### config.mk
export PLATFORM = sky130hd
export DESIGN_NAME = xbus_arbiter
export DESIGN_NICKNAME = d
export VERILOG_FILES = /design/src/rtl/xbus_arb_pkg.sv /design/src/rtl/xbus_sync.sv /design/src/rtl/xbus_arb_pins.sv /design/src/rtl/xbus_arb_fsm.sv /design/src/rtl/xbus_arbiter.sv
export SDC_FILE = /design/constraint.sdc
export NUM_CORES = 1
export LEC_CHECK = 0
export ABC_AREA = 0
export BUFFER_PORTS_ARGS = -buffer_cell sky130_fd_sc_hd__clkbuf_2
export CORE_MARGIN = 2
export CORE_UTILIZATION = 35
export CTS_CLUSTER_SIZE = 8
export DETAILED_ROUTE_END_ITERATION = 8
export SETUP_SLACK_MARGIN = 0.5
export SKIP_LAST_GASP = 1
export SLEW_MARGIN = 20
export SYNTH_ARGS = -nofsm -noshare
export SYNTH_HDL_FRONTEND = slang
export SYNTH_HIERARCHICAL = 1
export SYNTH_SLANG_ARGS = --single-unit
### constraint.sdc
create_clock -name clk_i -period 2.2 [get_ports clk_i]
set_input_delay 0.22 -clock clk_i [delete_from_list [all_inputs] [get_ports clk_i]]
set_output_delay 0.22 -clock clk_i [all_outputs]
set_load 0.02 [all_outputs]
### src/rtl/xbus_arb_pkg.sv
package xbus_arb_pkg;

    typedef enum logic [2:0] {
        ST_RELEASED   = 3'd0,
        ST_IDLE_OWNED = 3'd1,
        ST_REQUESTING = 3'd2,
        ST_OWNED      = 3'd3,
        ST_RMW_LOCKED = 3'd4
    } arb_state_e;

    typedef struct packed {
        arb_state_e state;
    } arb_regs_t;

    function automatic logic state_owns(input arb_state_e s);
        return (s == ST_IDLE_OWNED) || (s == ST_OWNED) || (s == ST_RMW_LOCKED);
    endfunction

endpackage

### src/rtl/xbus_sync.sv
module xbus_sync #(
    parameter int WIDTH  = 3,
    parameter int STAGES = 2
) (
    input  logic             clk_i,
    input  logic             rst_ni,
    input  logic [WIDTH-1:0] async_i,
    output logic [WIDTH-1:0] sync_o
);
    logic [WIDTH-1:0] stage_d [STAGES];
    logic [WIDTH-1:0] stage_q [STAGES];

    always_comb stage_d[0] = async_i;

    for (genvar g = 1; g < STAGES; g++) begin : g_chain
        always_comb stage_d[g] = stage_q[g-1];
    end

    always_ff @(posedge clk_i or negedge rst_ni) begin
        if (!rst_ni) begin
            for (int i = 0; i < STAGES; i++) stage_q[i] <= '0;
        end else begin
            for (int i = 0; i < STAGES; i++) stage_q[i] <= stage_d[i];
        end
    end

    assign sync_o = stage_q[STAGES-1];
endmodule

### src/rtl/xbus_arb_pins.sv
module xbus_arb_pins
    import xbus_arb_pkg::*;
(
    input  logic       clk_i,
    input  logic       rst_ni,
    input  arb_state_e state_i,
    input  logic       master_i,
    input  logic       hold_i,
    input  logic       ext_req_i,
    input  logic       rmw_i,
    input  logic       req_s_i,
    input  logic       gnt_s_i,
    output logic       drive_en_o,
    output logic       busy_out_n_o,
    output logic       req_out_n_o,
    output logic       gnt_out_n_o,
    output logic       acc_go_o,
    output logic       core_wait_o,
    output logic       irq_hold_o
);
    logic owns;
    logic req_active;
    logic go;

    always_comb begin
        owns       = state_owns(state_i);
        req_active = hold_i || (state_i == ST_REQUESTING) ||
                     (state_i == ST_OWNED) || (state_i == ST_RMW_LOCKED);
        case (state_i)
            ST_IDLE_OWNED: go = ext_req_i && (!req_s_i || rmw_i);
            ST_RMW_LOCKED: go = ext_req_i;
            ST_OWNED:      go = ext_req_i && (gnt_s_i || rmw_i);
            default:       go = 1'b0;
        endcase
    end

    assign drive_en_o   = owns;
    assign busy_out_n_o = !owns;
    assign req_out_n_o  = !(master_i && req_active);
    assign gnt_out_n_o  = !(!master_i && (state_i == ST_RELEASED) && req_s_i);
    assign acc_go_o     = go;
    assign core_wait_o  = ext_req_i && !go;
    assign irq_hold_o   = ext_req_i && !go;

    // an external access with no bus in hand must stall
    p_stall_when_unowned_r6: assert property (@(posedge clk_i) disable iff (!rst_ni)
        (ext_req_i && !drive_en_o) |-> core_wait_o);

    // an access only runs on a driven bus
    p_go_needs_bus_r7: assert property (@(posedge clk_i) disable iff (!rst_ni)
        acc_go_o |-> drive_en_o);

    // a granted bus is never driven
    p_released_tristate_r3: assert property (@(posedge clk_i) disable iff (!rst_ni)
        !gnt_out_n_o |-> (!drive_en_o && busy_out_n_o));
endmodule

### src/rtl/xbus_arb_fsm.sv
module xbus_arb_fsm
    import xbus_arb_pkg::*;
(
    input  logic       clk_i,
    input  logic       rst_ni,
    input  logic       master_i,
    input  logic       hold_i,
    input  logic       ext_req_i,
    input  logic       prog_i,
    input  logic       rmw_i,
    input  logic       acc_go_i,
    input  logic       req_s_i,
    input  logic       gnt_s_i,
    input  logic       busy_s_i,
    output arb_state_e state_o
);
    arb_regs_t regs_d, regs_q;

    always_comb begin
        regs_d = regs_q;
        case (regs_q.state)
            ST_RELEASED: begin
                if (!master_i) begin
                    if (!req_s_i && !busy_s_i) regs_d.state = ST_IDLE_OWNED;
                end else if (ext_req_i || hold_i) begin
                    regs_d.state = ST_REQUESTING;
                end
            end
            ST_IDLE_OWNED: begin
                if (rmw_i)                  regs_d.state = ST_RMW_LOCKED;
                else if (master_i || req_s_i) regs_d.state = ST_RELEASED;
            end
            ST_REQUESTING: begin
                if (!master_i)                  regs_d.state = ST_RELEASED;
                else if (gnt_s_i && !busy_s_i)  regs_d.state = ST_OWNED;
                else if (!ext_req_i && !hold_i) regs_d.state = ST_RELEASED;
            end
            ST_OWNED: begin
                if (rmw_i)                               regs_d.state = ST_RMW_LOCKED;
                else if (!master_i || !gnt_s_i)          regs_d.state = ST_RELEASED;
                else if (acc_go_i && prog_i && !hold_i)  regs_d.state = ST_RELEASED;
                else if (!ext_req_i && !hold_i)          regs_d.state = ST_RELEASED;
            end
            ST_RMW_LOCKED: begin
                if (!rmw_i) regs_d.state = master_i ? ST_OWNED : ST_IDLE_OWNED;
            end
            default: regs_d.state = ST_RELEASED;
        endcase
    end

    always_ff @(posedge clk_i or negedge rst_ni) begin
        if (!rst_ni) regs_q <= '{state: ST_RELEASED};
        else         regs_q <= regs_d;
    end

    assign state_o = regs_q.state;

    // once owned under lock, ownership survives the next edge
    p_rmw_keeps_bus_r5: assert property (@(posedge clk_i) disable iff (!rst_ni)
        (rmw_i && state_owns(regs_q.state)) |=> state_owns(regs_q.state));
endmodule

### src/rtl/xbus_arbiter.sv
module xbus_arbiter
    import xbus_arb_pkg::*;
#(
    parameter int SYNC_STAGES = 2
) (
    input  logic clk_i,
    input  logic rst_ni,
    input  logic master_mode_i,
    input  logic req_hold_i,
    input  logic ext_acc_req_i,
    input  logic acc_is_prog_i,
    input  logic rmw_lock_i,
    input  logic bus_req_in_n_i,
    input  logic bus_gnt_in_n_i,
    input  logic bus_busy_in_n_i,
    output logic bus_req_out_n_o,
    output logic bus_gnt_out_n_o,
    output logic bus_busy_out_n_o,
    output logic bus_drive_en_o,
    output logic acc_go_o,
    output logic core_wait_o,
    output logic irq_hold_o,
    output logic gnt_status_o
);
    localparam int N_HS    = 3;
    localparam int IDX_REQ = 0;
    localparam int IDX_GNT = 1;
    localparam int IDX_BSY = 2;

    logic [N_HS-1:0] hs_raw, hs_sync;
    arb_state_e      state;
    logic            go;

    assign hs_raw[IDX_REQ] = !bus_req_in_n_i;
    assign hs_raw[IDX_GNT] = !bus_gnt_in_n_i;
    assign hs_raw[IDX_BSY] = !bus_busy_in_n_i;

    xbus_sync #(.WIDTH(N_HS), .STAGES(SYNC_STAGES)) u_sync (
        .clk_i   (clk_i),
        .rst_ni  (rst_ni),
        .async_i (hs_raw),
        .sync_o  (hs_sync)
    );

    xbus_arb_fsm u_fsm (
        .clk_i     (clk_i),
        .rst_ni    (rst_ni),
        .master_i  (master_mode_i),
        .hold_i    (req_hold_i),
        .ext_req_i (ext_acc_req_i),
        .prog_i    (acc_is_prog_i),
        .rmw_i     (rmw_lock_i),
        .acc_go_i  (go),
        .req_s_i   (hs_sync[IDX_REQ]),
        .gnt_s_i   (hs_sync[IDX_GNT]),
        .busy_s_i  (hs_sync[IDX_BSY]),
        .state_o   (state)
    );

    xbus_arb_pins u_pins (
        .clk_i        (clk_i),
        .rst_ni       (rst_ni),
        .state_i      (state),
        .master_i     (master_mode_i),
        .hold_i       (req_hold_i),
        .ext_req_i    (ext_acc_req_i),
        .rmw_i        (rmw_lock_i),
        .req_s_i      (hs_sync[IDX_REQ]),
        .gnt_s_i      (hs_sync[IDX_GNT]),
        .drive_en_o   (bus_drive_en_o),
        .busy_out_n_o (bus_busy_out_n_o),
        .req_out_n_o  (bus_req_out_n_o),
        .gnt_out_n_o  (bus_gnt_out_n_o),
        .acc_go_o     (go),
        .core_wait_o  (core_wait_o),
        .irq_hold_o   (irq_hold_o)
    );

    assign acc_go_o     = go;
    assign gnt_status_o = hs_sync[IDX_GNT];

    // slave reclaim never overlaps an outstanding grant
    p_reclaim_after_grant_r4: assert property (@(posedge clk_i) disable iff (!rst_ni)
        (!master_mode_i && $rose(bus_drive_en_o)) |-> $past(bus_gnt_out_n_o));

    // master ownership is always preceded by an asserted request
    p_own_after_request_r7: assert property (@(posedge clk_i) disable iff (!rst_ni)
        (master_mode_i && $rose(bus_drive_en_o)) |-> !$past(bus_req_out_n_o));

    // status shows the grant input two edges back
    p_status_lag_r11: assert property (@(posedge clk_i) disable iff (!rst_ni)
        gnt_status_o |-> !$past(bus_gnt_in_n_i, 2));
endmodule

==> metrics.txt, run 1 <==
# TYPE chip_impl_metric gauge
chip_impl_metric{name="hold-path-cell-count",unit=""} 2
chip_impl_info{name="cts_tree",value="yes"} 1
chip_impl_metric{name="ys_async_sr_fraction",unit="%"} 100
chip_impl_info{name="synth_top_family_by_area",value="simple AND/OR/NAND/NOR gates"} 1
chip_impl_info{name="buffer_cell_driving_the_clock_tree_root",value="sky130_fd_sc_hd__clkbuf_4"} 1
chip_impl_metric{name="fin_worst_skew",unit="ns"} 0.00270
chip_impl_metric{name="area.sequential",unit="um^2"} 230
chip_impl_info{name="yosys_most_used_dff",value="sky130_fd_sc_hd__dfrtp_1"} 1
chip_impl_metric{name="synth-seq-cells",unit=""} 9
chip_impl_info{name="timing.rr.start",value="u_fsm/state_o[1]"} 1
chip_impl_metric{name="timing.critical_path.required",unit="ns"} 2.36
chip_impl_metric{name="multi_input_comb_area",unit="um^2"} 284
chip_impl_metric{name="crit_path_max_fanout",unit=""} 5
chip_impl_metric{name="critical_path_arrival",unit="ns"} 1.87
chip_impl_metric{name="finalSetupTns",unit="ns"} 0
chip_impl_metric{name="pwr_density_cell",unit="nW/um^2"} 1080
chip_impl_info{name="worst_path_cell_trace",value="a21oi_2 -> nor2_2 -> o31a_1 -> nand2_1 -> a21oi_1 -> or3_1 -> a31oi_1"} 1
chip_impl_info{name="hold_start",value="bus_busy_in_n_i"} 1
chip_impl_metric{name="areaGrowthSynthToFinish",unit="%"} 39.6
chip_impl_metric{name="fin_crit_sh",unit="%"} 77.5
chip_impl_metric{name="max_slew.worst_pin.slew",unit="ns"} 0.427
chip_impl_metric{name="grt-ovfl-total",unit=""} 0
chip_impl_info{name="status",value="completed"} 1
chip_impl_metric{name="ctsHtreeMaxLevel",unit=""} 1
chip_impl_metric{name="leakagePower",unit="uW"} 0.000333
chip_impl_metric{name="critical_path_buf_inv_count",unit=""} 0
chip_impl_metric{name="max_cap_violations",unit=""} 0
chip_impl_metric{name="syn_inst",unit=""} 56
chip_impl_metric{name="die-area",unit="um^2"} 1820
chip_impl_metric{name="critPathMaxStageDelay",unit="ns"} 0.45
chip_impl_metric{name="detail_route.wl_per_cell",unit="um"} 12.0
chip_impl_info{name="synth_top_cells_by_count",value="sky130_fd_sc_hd__dfrtp_1 (9), sky130_fd_sc_hd__a21oi_1 (5), sky130_fd_sc_hd__inv_1 (5), sky130_fd_sc_hd__nor2_1 (5)"} 1
chip_impl_metric{name="detail_route.iter0.violations",unit=""} 3
chip_impl_metric{name="clkTransAtPathRegs",unit="ns"} 0.05
chip_impl_metric{name="power.clock.fraction",unit="%"} 14.9
chip_impl_info{name="min_path_type",value="input port to register"} 1
chip_impl_info{name="post-synth-top-area-cell",value="sky130_fd_sc_hd__dfrtp_1"} 1
chip_impl_info{name="critical_path.slowest_cell",value="sky130_fd_sc_hd__dfrtp_2"} 1
chip_impl_metric{name="synth_xor_xnor_area_share",unit="%"} 0
chip_impl_metric{name="synth.lib_cells_used.distinct",unit=""} 28
chip_impl_info{name="rr_endpoint",value="u_fsm/state_o[0]"} 1
chip_impl_metric{name="synth_warnings",unit=""} 6
chip_impl_metric{name="drc",unit=""} 0
chip_impl_metric{name="timing.reg2reg.setup_slack",unit="ns"} 0.49
chip_impl_metric{name="drive_gt1_share",unit="%"} 48.2
chip_impl_metric{name="design.core.area",unit="um^2"} 1350
chip_impl_info{name="min_to",value="u_sync/stage_d[2]"} 1
chip_impl_metric{name="post_synth_edffs",unit=""} 0
chip_impl_info{name="end_kind",value="register"} 1
chip_impl_metric{name="route.detailed.vias_per_inst",unit=""} 5.27
chip_impl_metric{name="placed_cells_incl_taps",unit=""} 86
chip_impl_metric{name="synth_nets",unit=""} 66
chip_impl_metric{name="syn-cell-area",unit="um^2"} 522
chip_impl_metric{name="detail-route-antenna-nets",unit=""} 0
chip_impl_metric{name="final.fill_count",unit=""} 133
chip_impl_metric{name="first_global_vias",unit=""} 427
chip_impl_info{name="start_kind",value="register"} 1
chip_impl_metric{name="synth-simple-area-share",unit="%"} 33.8
chip_impl_metric{name="post_layout_min_period",unit="ns"} 1.71
chip_impl_metric{name="tritoncts.num_buffers",unit=""} 3
chip_impl_info{name="rsz_0062_raised_after_global_routing",value="true"} 1
chip_impl_info{name="synthMostInstantiatedCell",value="sky130_fd_sc_hd__dfrtp_1"} 1
chip_impl_metric{name="syn_avg_cell_area",unit="um^2"} 9.32
chip_impl_metric{name="seq_power_share",unit="%"} 29.9
chip_impl_metric{name="drt_wl_total",unit="um"} 1180
chip_impl_info{name="crit_family",value="compound AO/OA/AOI/OAI gates"} 1
chip_impl_metric{name="power_frac_comb",unit="%"} 55.2
chip_impl_metric{name="power_switching",unit="uW"} 313
chip_impl_metric{name="timing.reg2reg.worst_path_depth",unit=""} 7
chip_impl_metric{name="dp.final_hpwl",unit="um"} 804
chip_impl_metric{name="rows",unit=""} 13
chip_impl_metric{name="dr_total_vias",unit=""} 516
chip_impl_metric{name="dr.pass1.iters",unit=""} 5
chip_impl_metric{name="cts_max_path_buffers",unit=""} 2
chip_impl_metric{name="die_h",unit="um"} 42.6
chip_impl_metric{name="netSwitchingFraction",unit="%"} 39.6
chip_impl_metric{name="slew_violations",unit=""} 0
chip_impl_info{name="top_cells_by_area_synth",value="sky130_fd_sc_hd__dfrtp_1 (43%), sky130_fd_sc_hd__nor4b_2 (5.8%), sky130_fd_sc_hd__a21oi_1 (4.8%), sky130_fd_sc_hd__inv_1 (3.6%), sky130_fd_sc_hd__nand2b_1 (3.6%)"} 1
chip_impl_metric{name="portion_of_synthesized_cell_area_occupied_by_the_leading_cell_type",unit="%"} 43.2
chip_impl_metric{name="synth_sequential_area_ratio",unit="%"} 43.2
chip_impl_metric{name="io_buffer_count",unit=""} 17
chip_impl_metric{name="synth_compound_area_share",unit="%"} 15.3
chip_impl_metric{name="stdcell_count",unit=""} 98
chip_impl_metric{name="grt_start_max_net_pins",unit=""} 10
chip_impl_metric{name="worstSkewPairLatency",unit="ns"} 0.25
chip_impl_metric{name="initial_core_util",unit="%"} 38.6
chip_impl_metric{name="timing.max_slew.rel_slack",unit="%"} 71.2
chip_impl_metric{name="global_route_wire_length_before_repair",unit="um"} 1840
chip_impl_metric{name="synth_fa_ha_area_share",unit="%"} 0
chip_impl_metric{name="clock_sink_count",unit=""} 9
chip_impl_metric{name="gp_congestion",unit=""} 0.765
chip_impl_metric{name="floorplan.die.width",unit="um"} 42.6
chip_impl_metric{name="io_pins",unit=""} 18
chip_impl_metric{name="peak_vdd_ir",unit="mV"} 0.745
chip_impl_metric{name="power.internal",unit="uW"} 476
chip_impl_metric{name="final_nets",unit=""} 94
chip_impl_metric{name="finalHoldViolations",unit=""} 0
chip_impl_metric{name="total_inserted_antenna_cells",unit=""} 0
chip_impl_info{name="timing.setup.critical_path_class",value="register to register"} 1
chip_impl_metric{name="final-setup-viol-count",unit=""} 0
chip_impl_metric{name="grt_antenna_before_repair",unit=""} 0
chip_impl_metric{name="maxClockFrequency",unit="MHz"} 586
chip_impl_metric{name="post_synth_mux_area_share",unit="%"} 1.92
chip_impl_metric{name="grtUsageTotal",unit="%"} 13.8
[how the worst max path moves through the flow]
stage / from / end / slack [ns] / cells after the start
after floorplan: u_fsm/state_o[2] / u_fsm/state_o[0] / 0.52 / 7
after global placement: u_fsm/state_o[1] / u_fsm/state_o[0] / 0.37 / 7
after detailed placement: u_fsm/state_o[1] / u_fsm/state_o[0] / 0.37 / 7
after CTS: u_fsm/state_o[1] / irq_hold_o / 0.50 / 4
after global routing: u_fsm/state_o[1] / core_wait_o / 0.43 / 4
final: u_fsm/state_o[1] / u_fsm/state_o[0] / 0.49 / 7
[final cells by class]
type                       instances  area share (%)
multi-input combinational         40            39.0
sequential                         9            31.6
timing repair buffer              25            20.6
clock buffer                       4            3.61
inverter                           5            2.58
tap                               15            2.58
[cell usage in the layout, fill, tap and decap left out, types with 3 or more instances in the layout]
cell type,synthesis,layout
sky130_fd_sc_hd__clkbuf_2,0,14
sky130_fd_sc_hd__buf_4,1,8
sky130_fd_sc_hd__inv_1,5,5
sky130_fd_sc_hd__dfrtp_1,9,5
sky130_fd_sc_hd__nor2_1,5,4
sky130_fd_sc_hd__dfrtp_2,0,4
sky130_fd_sc_hd__clkbuf_4,0,3
sky130_fd_sc_hd__nor2b_1,3,3
sky130_fd_sc_hd__a21oi_1,5,3
[logic make-up after synthesis]
family          Yosys count
buf+inv                   7
compound gates           13
simple gates             26
mux                       1
flops                     9
[power groups by stage]
stage / Clock (uW) / Sequential (uW) / Combinational, uW
floorplan: 0 / 239 / 261
global placement: 0 / 269 / 313
detailed placement: 0 / 267 / 318
CTS: 126 / 236 / 424
global route: 135 / 242 / 471
finish: 118 / 236 / 435
[worst register-to-register path: stages (launching register included)]
cell and delay [ns]:
sky130_fd_sc_hd__dfrtp_2 0.45, sky130_fd_sc_hd__a21oi_2 0.17, sky130_fd_sc_hd__nor2_2 0.07, sky130_fd_sc_hd__o31a_1 0.31, sky130_fd_sc_hd__nand2_1 0.07, sky130_fd_sc_hd__a21oi_1 0.06
sky130_fd_sc_hd__or3_1 0.34, sky130_fd_sc_hd__a31oi_1 0.16
[state kept, by name, indices dropped and copies added, names as in the netlist]
register,flops
u_sync/sync_o,3
u_fsm/state_o,3
u_sync/stage_d,3
[what timing repair did]
action / 4_1_cts / 5_1_grt
gates resized for setup: 2 / 5
hold buffers: 1 / 0
endpoints found under the setup margin: 7 / 6
buffers inserted: 7 / 0
pin swaps: 0 / 1
endpoints found under the hold margin: 9 / 0
[stage by stage]
step	hold WS [ns]	total power (uW)	setup WS [ns]	cell area [um^2]	util [%]
floorplan	-0.0756	500	0.525	537	-
global placement	0.0802	582	0.373	629	46.6
detailed placement	0.0821	585	0.368	629	46.6
CTS	0.0926	786	0.496	722	53.5
global route	0.0858	847	0.428	728	53.9
finish	0.106	789	0.494	728	53.9
[metal layers]
| layer | part of all wire, % | up-vias | GRT usage [%] |
|---|---|---|---|
| met4 | 0 | 0 | 9.38 |
| li1 | - | 254 | - |
| met5 | 0 | - | 0 |
| met1 | 45 | 250 | 16.5 |
| met2 | 51 | 12 | 22.2 |
| met3 | 4.5 | 0 | 2.59 |
(Power assumes the default switching activity.)
==> run 2, diff against run 1 <==
- ABC_AREA: 0 -> 1
- clock period: 2.2 -> 1.38 ns (I/O delays scaled with it)
==> run 2 against run 1 <==
The run now ends with negative setup slack left. Sequential share of layout area fell by 3.7 points. Worst setup slack got worse by 0.57 ns. Non-clock buffer count rose by 1. Final cell count rose by 28%. Core utilization rose by 1.8 points. Clock power rose by 68%. Largest cell class unchanged. Largest power group unchanged.
==> metrics.txt, run 2 <==
# TYPE chip_impl_metric gauge
chip_impl_metric{name="detail-route-antenna-nets",unit=""} 0
chip_impl_metric{name="io_pins",unit=""} 18
chip_impl_metric{name="grt_antenna_before_repair",unit=""} 0
chip_impl_metric{name="critPathMaxStageDelay",unit="ns"} 0.42
chip_impl_metric{name="fin_worst_skew",unit="ns"} 0.00428
chip_impl_metric{name="timing.reg2reg.worst_path_depth",unit=""} 10
chip_impl_metric{name="drive_gt1_share",unit="%"} 38.5
chip_impl_metric{name="drt_wl_total",unit="um"} 1290
chip_impl_metric{name="dp_slack",unit="ns"} 0.00361
chip_impl_metric{name="initial_core_util",unit="%"} 36.9
chip_impl_info{name="worst_path_cell_trace",value="nand2_1 -> o21bai_2 -> nand3_2 -> a21oi_2 -> buf_4"} 1
chip_impl_info{name="rsz_0062_raised_after_global_routing",value="true"} 1
chip_impl_metric{name="route.detailed.vias_per_inst",unit=""} 4.57
chip_impl_metric{name="maxClockFrequency",unit="MHz"} 686
chip_impl_info{name="start_kind",value="register"} 1
chip_impl_metric{name="rows",unit=""} 14
chip_impl_metric{name="synth.lib_cells_used.distinct",unit=""} 16
chip_impl_metric{name="seq_power_share",unit="%"} 27.4
chip_impl_metric{name="ctsHtreeMaxLevel",unit=""} 1
chip_impl_metric{name="portion_of_synthesized_cell_area_occupied_by_the_leading_cell_type",unit="%"} 41.5
chip_impl_metric{name="clock_sink_count",unit=""} 9
chip_impl_metric{name="worst_path_setup_slack_after_routing",unit="ns"} -0.0776
chip_impl_info{name="timing.setup.critical_path_class",value="register to output pin"} 1
chip_impl_metric{name="syn_avg_cell_area",unit="um^2"} 6.79
chip_impl_metric{name="die_h",unit="um"} 43.4
chip_impl_metric{name="grtUsageTotal",unit="%"} 15.3
chip_impl_metric{name="crit_path_max_fanout",unit=""} 5
chip_impl_metric{name="critical_path_arrival",unit="ns"} 1.32
chip_impl_metric{name="final-setup-viol-count",unit=""} 4
chip_impl_metric{name="post_synth_edffs",unit=""} 0
chip_impl_metric{name="hold-worst-slack",unit="ns"} 0.173
chip_impl_metric{name="detail_route.wl_per_cell",unit="um"} 10.3
chip_impl_metric{name="drc",unit=""} 0
chip_impl_metric{name="power.clock.fraction",unit="%"} 13.8
chip_impl_metric{name="slew_violations",unit=""} 0
chip_impl_metric{name="power_frac_comb",unit="%"} 58.7
chip_impl_metric{name="areaGrowthSynthToFinish",unit="%"} 50.9
chip_impl_metric{name="floorplan.die.width",unit="um"} 43.4
chip_impl_metric{name="netSwitchingFraction",unit="%"} 44.8
chip_impl_metric{name="io_buffer_count",unit=""} 17
chip_impl_metric{name="cts_max_path_buffers",unit=""} 2
chip_impl_metric{name="gp_congestion",unit=""} 0.836
chip_impl_info{name="critical_path.slowest_cell",value="sky130_fd_sc_hd__dfrtp_2"} 1
chip_impl_metric{name="fin_crit_sh",unit="%"} 106
chip_impl_metric{name="dr_total_vias",unit=""} 571
chip_impl_metric{name="detail_route.iter0.violations",unit=""} 14
chip_impl_info{name="post-synth-top-area-cell",value="sky130_fd_sc_hd__dfrtp_1"} 1
chip_impl_metric{name="dp.final_hpwl",unit="um"} 972
chip_impl_metric{name="leakagePower",unit="uW"} 0.000446
chip_impl_metric{name="fin_total_pwr",unit="uW"} 1430
chip_impl_metric{name="pwr_density_cell",unit="nW/um^2"} 1740
chip_impl_metric{name="peak_vdd_ir",unit="mV"} 0.877
chip_impl_info{name="buffer_cell_driving_the_clock_tree_root",value="sky130_fd_sc_hd__clkbuf_4"} 1
chip_impl_metric{name="power.internal",unit="uW"} 789
chip_impl_metric{name="dr.pass1.iters",unit=""} 4
chip_impl_metric{name="global_route_wire_length_before_repair",unit="um"} 2070
chip_impl_metric{name="worstSkewPairLatency",unit="ns"} 0.26
chip_impl_metric{name="grt-ovfl-total",unit=""} 0
chip_impl_info{name="yosys_most_used_dff",value="sky130_fd_sc_hd__dfrtp_1"} 1
chip_impl_info{name="cts_tree",value="yes"} 1
chip_impl_metric{name="synth_nets",unit=""} 90
chip_impl_info{name="mostFrequentLayoutCell",value="sky130_fd_sc_hd__nand2_1"} 1
chip_impl_metric{name="timing.critical_path.required",unit="ns"} 1.24
chip_impl_metric{name="finalHoldViolations",unit=""} 0
chip_impl_info{name="synth_top_cells_by_count",value="sky130_fd_sc_hd__nand2_1 (21), sky130_fd_sc_hd__inv_1 (15), sky130_fd_sc_hd__nor2_1 (11), sky130_fd_sc_hd__nand3_1 (10), sky130_fd_sc_hd__dfrtp_1 (9)"} 1
chip_impl_info{name="end_kind",value="output pin"} 1
chip_impl_metric{name="max_slew.worst_pin.slew",unit="ns"} 0.221
chip_impl_metric{name="max_cap_violations",unit=""} 0
chip_impl_metric{name="hold-path-cell-count",unit=""} 3
chip_impl_info{name="synthMostInstantiatedCell",value="sky130_fd_sc_hd__nand2_1"} 1
chip_impl_metric{name="ys_async_sr_fraction",unit="%"} 100
chip_impl_info{name="min_path_type",value="input port to register"} 1
chip_impl_metric{name="synth_warnings",unit=""} 6
chip_impl_metric{name="post_layout_min_period",unit="ns"} 1.46
chip_impl_metric{name="synth-seq-cells",unit=""} 9
chip_impl_metric{name="first_global_vias",unit=""} 500
chip_impl_metric{name="clkTransAtPathRegs",unit="ns"} 0.06
chip_impl_metric{name="syn_inst",unit=""} 80
chip_impl_metric{name="grt_start_max_net_pins",unit=""} 10
chip_impl_info{name="top_cells_by_area_synth",value="sky130_fd_sc_hd__dfrtp_1 (41%), sky130_fd_sc_hd__nand2_1 (15%), sky130_fd_sc_hd__inv_1 (10%), sky130_fd_sc_hd__nand3_1 (9.2%), sky130_fd_sc_hd__nor2_1 (7.6%)"} 1
chip_impl_metric{name="die-area",unit="um^2"} 1880
chip_impl_metric{name="design.core.area",unit="um^2"} 1470
chip_impl_metric{name="timing.max_slew.rel_slack",unit="%"} 85.3
chip_impl_metric{name="syn-cell-area",unit="um^2"} 543
chip_impl_metric{name="power_switching",unit="uW"} 639
chip_impl_metric{name="synth_sequential_area_ratio",unit="%"} 41.5
chip_impl_info{name="status",value="finished, violations left"} 1
chip_impl_metric{name="final_nets",unit=""} 120
chip_impl_info{name="layout.cells.most_common_list",value="sky130_fd_sc_hd__nand2_1 (20), sky130_fd_sc_hd__inv_1 (13), sky130_fd_sc_hd__clkbuf_2 (10), sky130_fd_sc_hd__nor2_1 (10), sky130_fd_sc_hd__buf_4 (8)"} 1
chip_impl_metric{name="tritoncts.num_buffers",unit=""} 3
chip_impl_metric{name="total_inserted_antenna_cells",unit=""} 0
chip_impl_info{name="failed_checks",value="negative setup slack"} 1
==> run 2: changes by cell type in the layout (fill, tap and decap cells not counted), moves of 4 or more <==
cell / before / now
sky130_fd_sc_hd__nand3_2: 0 / 5
sky130_fd_sc_hd__clkbuf_2: 14 / 10
sky130_fd_sc_hd__nand2_1: 1 / 20
sky130_fd_sc_hd__nor2_1: 4 / 10
sky130_fd_sc_hd__inv_1: 5 / 13
==> run 2: worst max-delay path, delay by kind of cell, from the launching register on <==
kind            cells  cell delay, ns
compound gates      2            0.29
buf+inv             1            0.15
flops               1            0.42
simple gates        2            0.19
==> run 2: layer usage <==
metal | global-route usage (%) | routed length [um] | up-vias
li1 | - | - | 306
met3 | 2.50 | 57 | 2
met4 | 10.9 | 15 | 0
met1 | 18.8 | 561 | 250
met2 | 24.5 | 651 | 13
met5 | 0 | 0 | -
==> run 2: power groups by stage <==
stage	registers [uW]	logic, uW	clock network, uW
6_report	392	838	198
4_1_cts	393	753	210
5_1_grt	400	918	237
3_3_place_gp	394	697	0
2_1_floorplan	409	466	0
3_5_place_dp	395	694	0
==> run 2: repair_timing <==
action / in CTS / in global routing
setup endpoints to repair: 11 / 11
setup buffers: 0 / 1
hold buffers: 1 / 3
resized for setup: 8 / 11
endpoints found under the hold margin: 9 / 3
pin swaps: 1 / 2
==> run 2: cell type report <==
class                      count  area (um^2)
fill                         146          652
sequential                     9          229
multi-input combinational     55          299
tap                           16         20.0
clock buffer                   3         22.5
clock inverter                 1         5.00
inverter                      15         58.8
timing repair buffer          26          185
==> run 2: kinds of logic after synthesis <==
logic type             Yosys count  synth area share [%]
AOI/OAI and AO/OA                7                  8.76
buffers and inverters           16                  11.8
and+or+nand+nor                 48                  38.0
DFF                              9                  41.5
==> run 2: final timing paths <==
check,start,to,slack (ns)
worst max-delay path,u_fsm/state_o[0],core_wait_o,-0.08
worst min-delay path,rmw_lock_i,u_fsm/state_o[2],0.17
worst max register to register,u_fsm/state_o[1],u_fsm/state_o[0],0.04
worst min register to register,u_sync/stage_d[1],u_sync/sync_o[1],0.35
max in group asynchronous,rst_ni,u_fsm/state_o[1],0.92
min in group asynchronous,rst_ni,u_sync/sync_o[2],0.26
==> run 2: through the flow <==
| stage | util, % | std cells | cell area, um^2 | setup TNS [ns] |
|---|---|---|---|---|
| floorplan | - | 80 | 577 | 0 |
| global placement | 47.9 | 116 | 704 | 0 |
| detailed placement | 47.9 | 116 | 704 | 0 |
| CTS | 52.1 | 121 | 767 | -0.369 |
| global route | 55.7 | 125 | 820 | -0.897 |
| finish | 55.7 | 125 | 820 | -0.260 |
==> run 3, diff against run 2 <==
- CTS_BUF_LIST: not set -> sky130_fd_sc_hd__clkbuf_2
- SETUP_SLACK_MARGIN: 0.5 -> 0.02
==> run 3 against run 2 <==
The run still ends with negative setup slack left. Critical path depth rose by 1. Sequential cell count unchanged. Clock-buffer cell count increased by 1. Clock power is 21% lower. Global-route usage decreased by 1.5 points. Final cell count down 2.4%. Worst hold slack lost 0.14 ns. Die area is the same. Largest power group unchanged.
==> metrics.txt, run 3 (same netlist as run 2, synthesis figures left out) <==
# TYPE chip_impl_metric gauge
chip_impl_info{name="status",value="finished, violations left"} 1
chip_impl_info{name="failed_checks",value="negative setup slack"} 1
chip_impl_metric{name="max_slew.worst_pin.slew",unit="ns"} 0.233
chip_impl_info{name="timing.setup.critical_path_class",value="register to output pin"} 1
chip_impl_metric{name="max_cap_violations",unit=""} 0
chip_impl_metric{name="grt_util_met2",unit="%"} 21.5
chip_impl_metric{name="finalHoldViolations",unit=""} 0
chip_impl_info{name="mostFrequentLayoutCell",value="sky130_fd_sc_hd__nand2_1"} 1
chip_impl_metric{name="hold-worst-slack",unit="ns"} 0.0375
chip_impl_metric{name="power.internal",unit="uW"} 716
chip_impl_metric{name="dr_total_vias",unit=""} 585
chip_impl_metric{name="final_core_utilization",unit="%"} 52.9
chip_impl_metric{name="first_global_vias",unit=""} 478
chip_impl_info{name="layout.cells.most_common_list",value="sky130_fd_sc_hd__nand2_1 (19), sky130_fd_sc_hd__clkbuf_2 (15), sky130_fd_sc_hd__inv_1 (13)"} 1
chip_impl_metric{name="fin_worst_skew",unit="ns"} 0.00344
chip_impl_metric{name="io_buffer_count",unit=""} 17
chip_impl_metric{name="floorplan.die.width",unit="um"} 43.4
chip_impl_metric{name="maxClockFrequency",unit="MHz"} 689
chip_impl_metric{name="route.detailed.vias_per_inst",unit=""} 4.80
chip_impl_metric{name="dp.final_hpwl",unit="um"} 912
chip_impl_metric{name="io_pins",unit=""} 18
chip_impl_metric{name="drive_gt1_share",unit="%"} 38.7
chip_impl_metric{name="worst_path_setup_slack_after_routing",unit="ns"} -0.0711
chip_impl_metric{name="slew_violations",unit=""} 0
chip_impl_metric{name="initial_core_util",unit="%"} 36.9
chip_impl_metric{name="timing.max_slew.rel_slack",unit="%"} 84.4
chip_impl_metric{name="dr.pass1.iters",unit=""} 4
chip_impl_metric{name="seq_power_share",unit="%"} 30.0
chip_impl_metric{name="grtUsageTotal",unit="%"} 13.8
chip_impl_metric{name="power.clock.fraction",unit="%"} 11.8
chip_impl_metric{name="final_nets",unit=""} 117
chip_impl_metric{name="power_switching",unit="uW"} 604
chip_impl_metric{name="clock_sink_count",unit=""} 9
chip_impl_metric{name="post_layout_min_period",unit="ns"} 1.45
chip_impl_metric{name="critical_path_arrival",unit="ns"} 1.31
chip_impl_metric{name="gr-usage-met1",unit="%"} 16.7
chip_impl_metric{name="detail_route.wl_per_cell",unit="um"} 9.55
chip_impl_metric{name="timing.critical_path.required",unit="ns"} 1.24
chip_impl_metric{name="leakagePower",unit="uW"} 0.000433
chip_impl_metric{name="fin_crit_sh",unit="%"} 105
chip_impl_metric{name="rows",unit=""} 14
chip_impl_metric{name="stdcell_count",unit=""} 122
chip_impl_metric{name="detail-route-antenna-nets",unit=""} 0
chip_impl_metric{name="placed_cells_incl_taps",unit=""} 116
chip_impl_metric{name="tritoncts.num_buffers",unit=""} 3
chip_impl_info{name="buffer_cell_driving_the_clock_tree_root",value="sky130_fd_sc_hd__clkbuf_2"} 1
chip_impl_info{name="cts_tree",value="yes"} 1
chip_impl_metric{name="die_h",unit="um"} 43.4
chip_impl_metric{name="die-area",unit="um^2"} 1880
chip_impl_metric{name="drt_wl_total",unit="um"} 1170
chip_impl_info{name="rsz_0062_raised_after_global_routing",value="true"} 1
chip_impl_metric{name="pwr_density_cell",unit="nW/um^2"} 1700
chip_impl_info{name="start_kind",value="register"} 1
chip_impl_metric{name="design.core.area",unit="um^2"} 1470
chip_impl_info{name="grt_busiest_layer",value="met2"} 1
chip_impl_metric{name="total_inserted_antenna_cells",unit=""} 0
chip_impl_metric{name="finalSetupTns",unit="ns"} -0.173
chip_impl_metric{name="global_route.usage.met3",unit="%"} 2.50
chip_impl_metric{name="worstSkewPairLatency",unit="ns"} 0.23
chip_impl_metric{name="cts_max_path_buffers",unit=""} 2
chip_impl_metric{name="ctsHtreeMaxLevel",unit=""} 1
chip_impl_metric{name="grt_antenna_before_repair",unit=""} 0
chip_impl_metric{name="power_frac_comb",unit="%"} 58.2
chip_impl_metric{name="global_route_wire_length_before_repair",unit="um"} 1870
chip_impl_metric{name="detail_route.iter0.violations",unit=""} 15
chip_impl_metric{name="clkTransAtPathRegs",unit="ns"} 0.08
chip_impl_metric{name="grt-ovfl-total",unit=""} 0
chip_impl_metric{name="drc",unit=""} 0
chip_impl_metric{name="gp_congestion",unit=""} 0.812
chip_impl_metric{name="netSwitchingFraction",unit="%"} 45.7
chip_impl_metric{name="grt_start_max_net_pins",unit=""} 10
chip_impl_metric{name="areaGrowthSynthToFinish",unit="%"} 43.3
chip_impl_metric{name="final-setup-viol-count",unit=""} 5
chip_impl_info{name="end_kind",value="output pin"} 1
chip_impl_metric{name="peak_vdd_ir",unit="mV"} 0.852
chip_impl_metric{name="crit_path_max_fanout",unit=""} 5
chip_impl_info{name="min_path_type",value="input port to register"} 1
-- run 3: power by group through the flow --
stage / sequential [uW] / clock (uW) / combinational, uW
6_report: 396 / 156 / 768
2_1_floorplan: 409 / 0 / 466
3_3_place_gp: 395 / 0 / 691
4_1_cts: 388 / 168 / 721
3_5_place_dp: 394 / 0 / 694
5_1_grt: 406 / 185 / 840
-- run 3: repair_timing --
action | CTS | global route
gates resized for setup | 5 | 11
endpoints found under the setup margin | 6 | 8
hold endpoints to repair | 9 | 1
pin swaps | 1 | 1
buffers inserted | 0 | 0
hold buffers | 1 | 1
-- run 3: stage by stage --
stage                     cell area [um^2]  power [uW]  setup WS (ns)
after floorplan                        577         875         0.0194
after global placement                 704        1090        0.00189
after detailed placement               704        1090      -0.000888
after CTS                              753        1280         -0.103
after global routing                   778        1430         -0.159
final                                  778        1320        -0.0711
-- run 3: final cells by class --
class                      instances  area (um^2)
multi-input combinational         55          293
tap                               16         20.0
timing repair buffer              23          158
sequential                         9          229
inverter                          15         58.8
clock buffer                       4         20.0
fill                             148          693
-- run 3: path summary, 6_finish.rpt --
path | endpoint | cells past startpoint | slack, ns | start
max | acc_go_o | 6 | -0.07 | u_fsm/state_o[1]
min | u_sync/stage_d[2] | 2 | 0.04 | bus_busy_in_n_i
max reg2reg | u_fsm/state_o[0] | 10 | -0.01 | u_fsm/state_o[1]
min reg2reg | u_sync/sync_o[2] | 0 | 0.35 | u_sync/stage_d[2]
max in group asynchronous | u_fsm/state_o[2] | 2 | 0.90 | rst_ni
min in group asynchronous | u_sync/stage_d[2] | 2 | 0.28 | rst_ni
-- run 3: worst max-delay path: stages (launching register included) --
cell and delay (ns):
sky130_fd_sc_hd__dfrtp_2 0.46, sky130_fd_sc_hd__nor2_4 0.15, sky130_fd_sc_hd__nand2_2 0.09, sky130_fd_sc_hd__nand2_4 0.09, sky130_fd_sc_hd__nand3_2 0.09, sky130_fd_sc_hd__inv_4 0.06, sky130_fd_sc_hd__buf_4 0.13
-- run 3: per-layer routing --
layer / part of all wire [%] / wire, um / vias to the layer above
met4: 0.69 / 8 / 0
met3: 5.2 / 60 / 2
li1: - / - / 300
met1: 45 / 526 / 263
met2: 49 / 570 / 20
met5: 0 / 0 / -
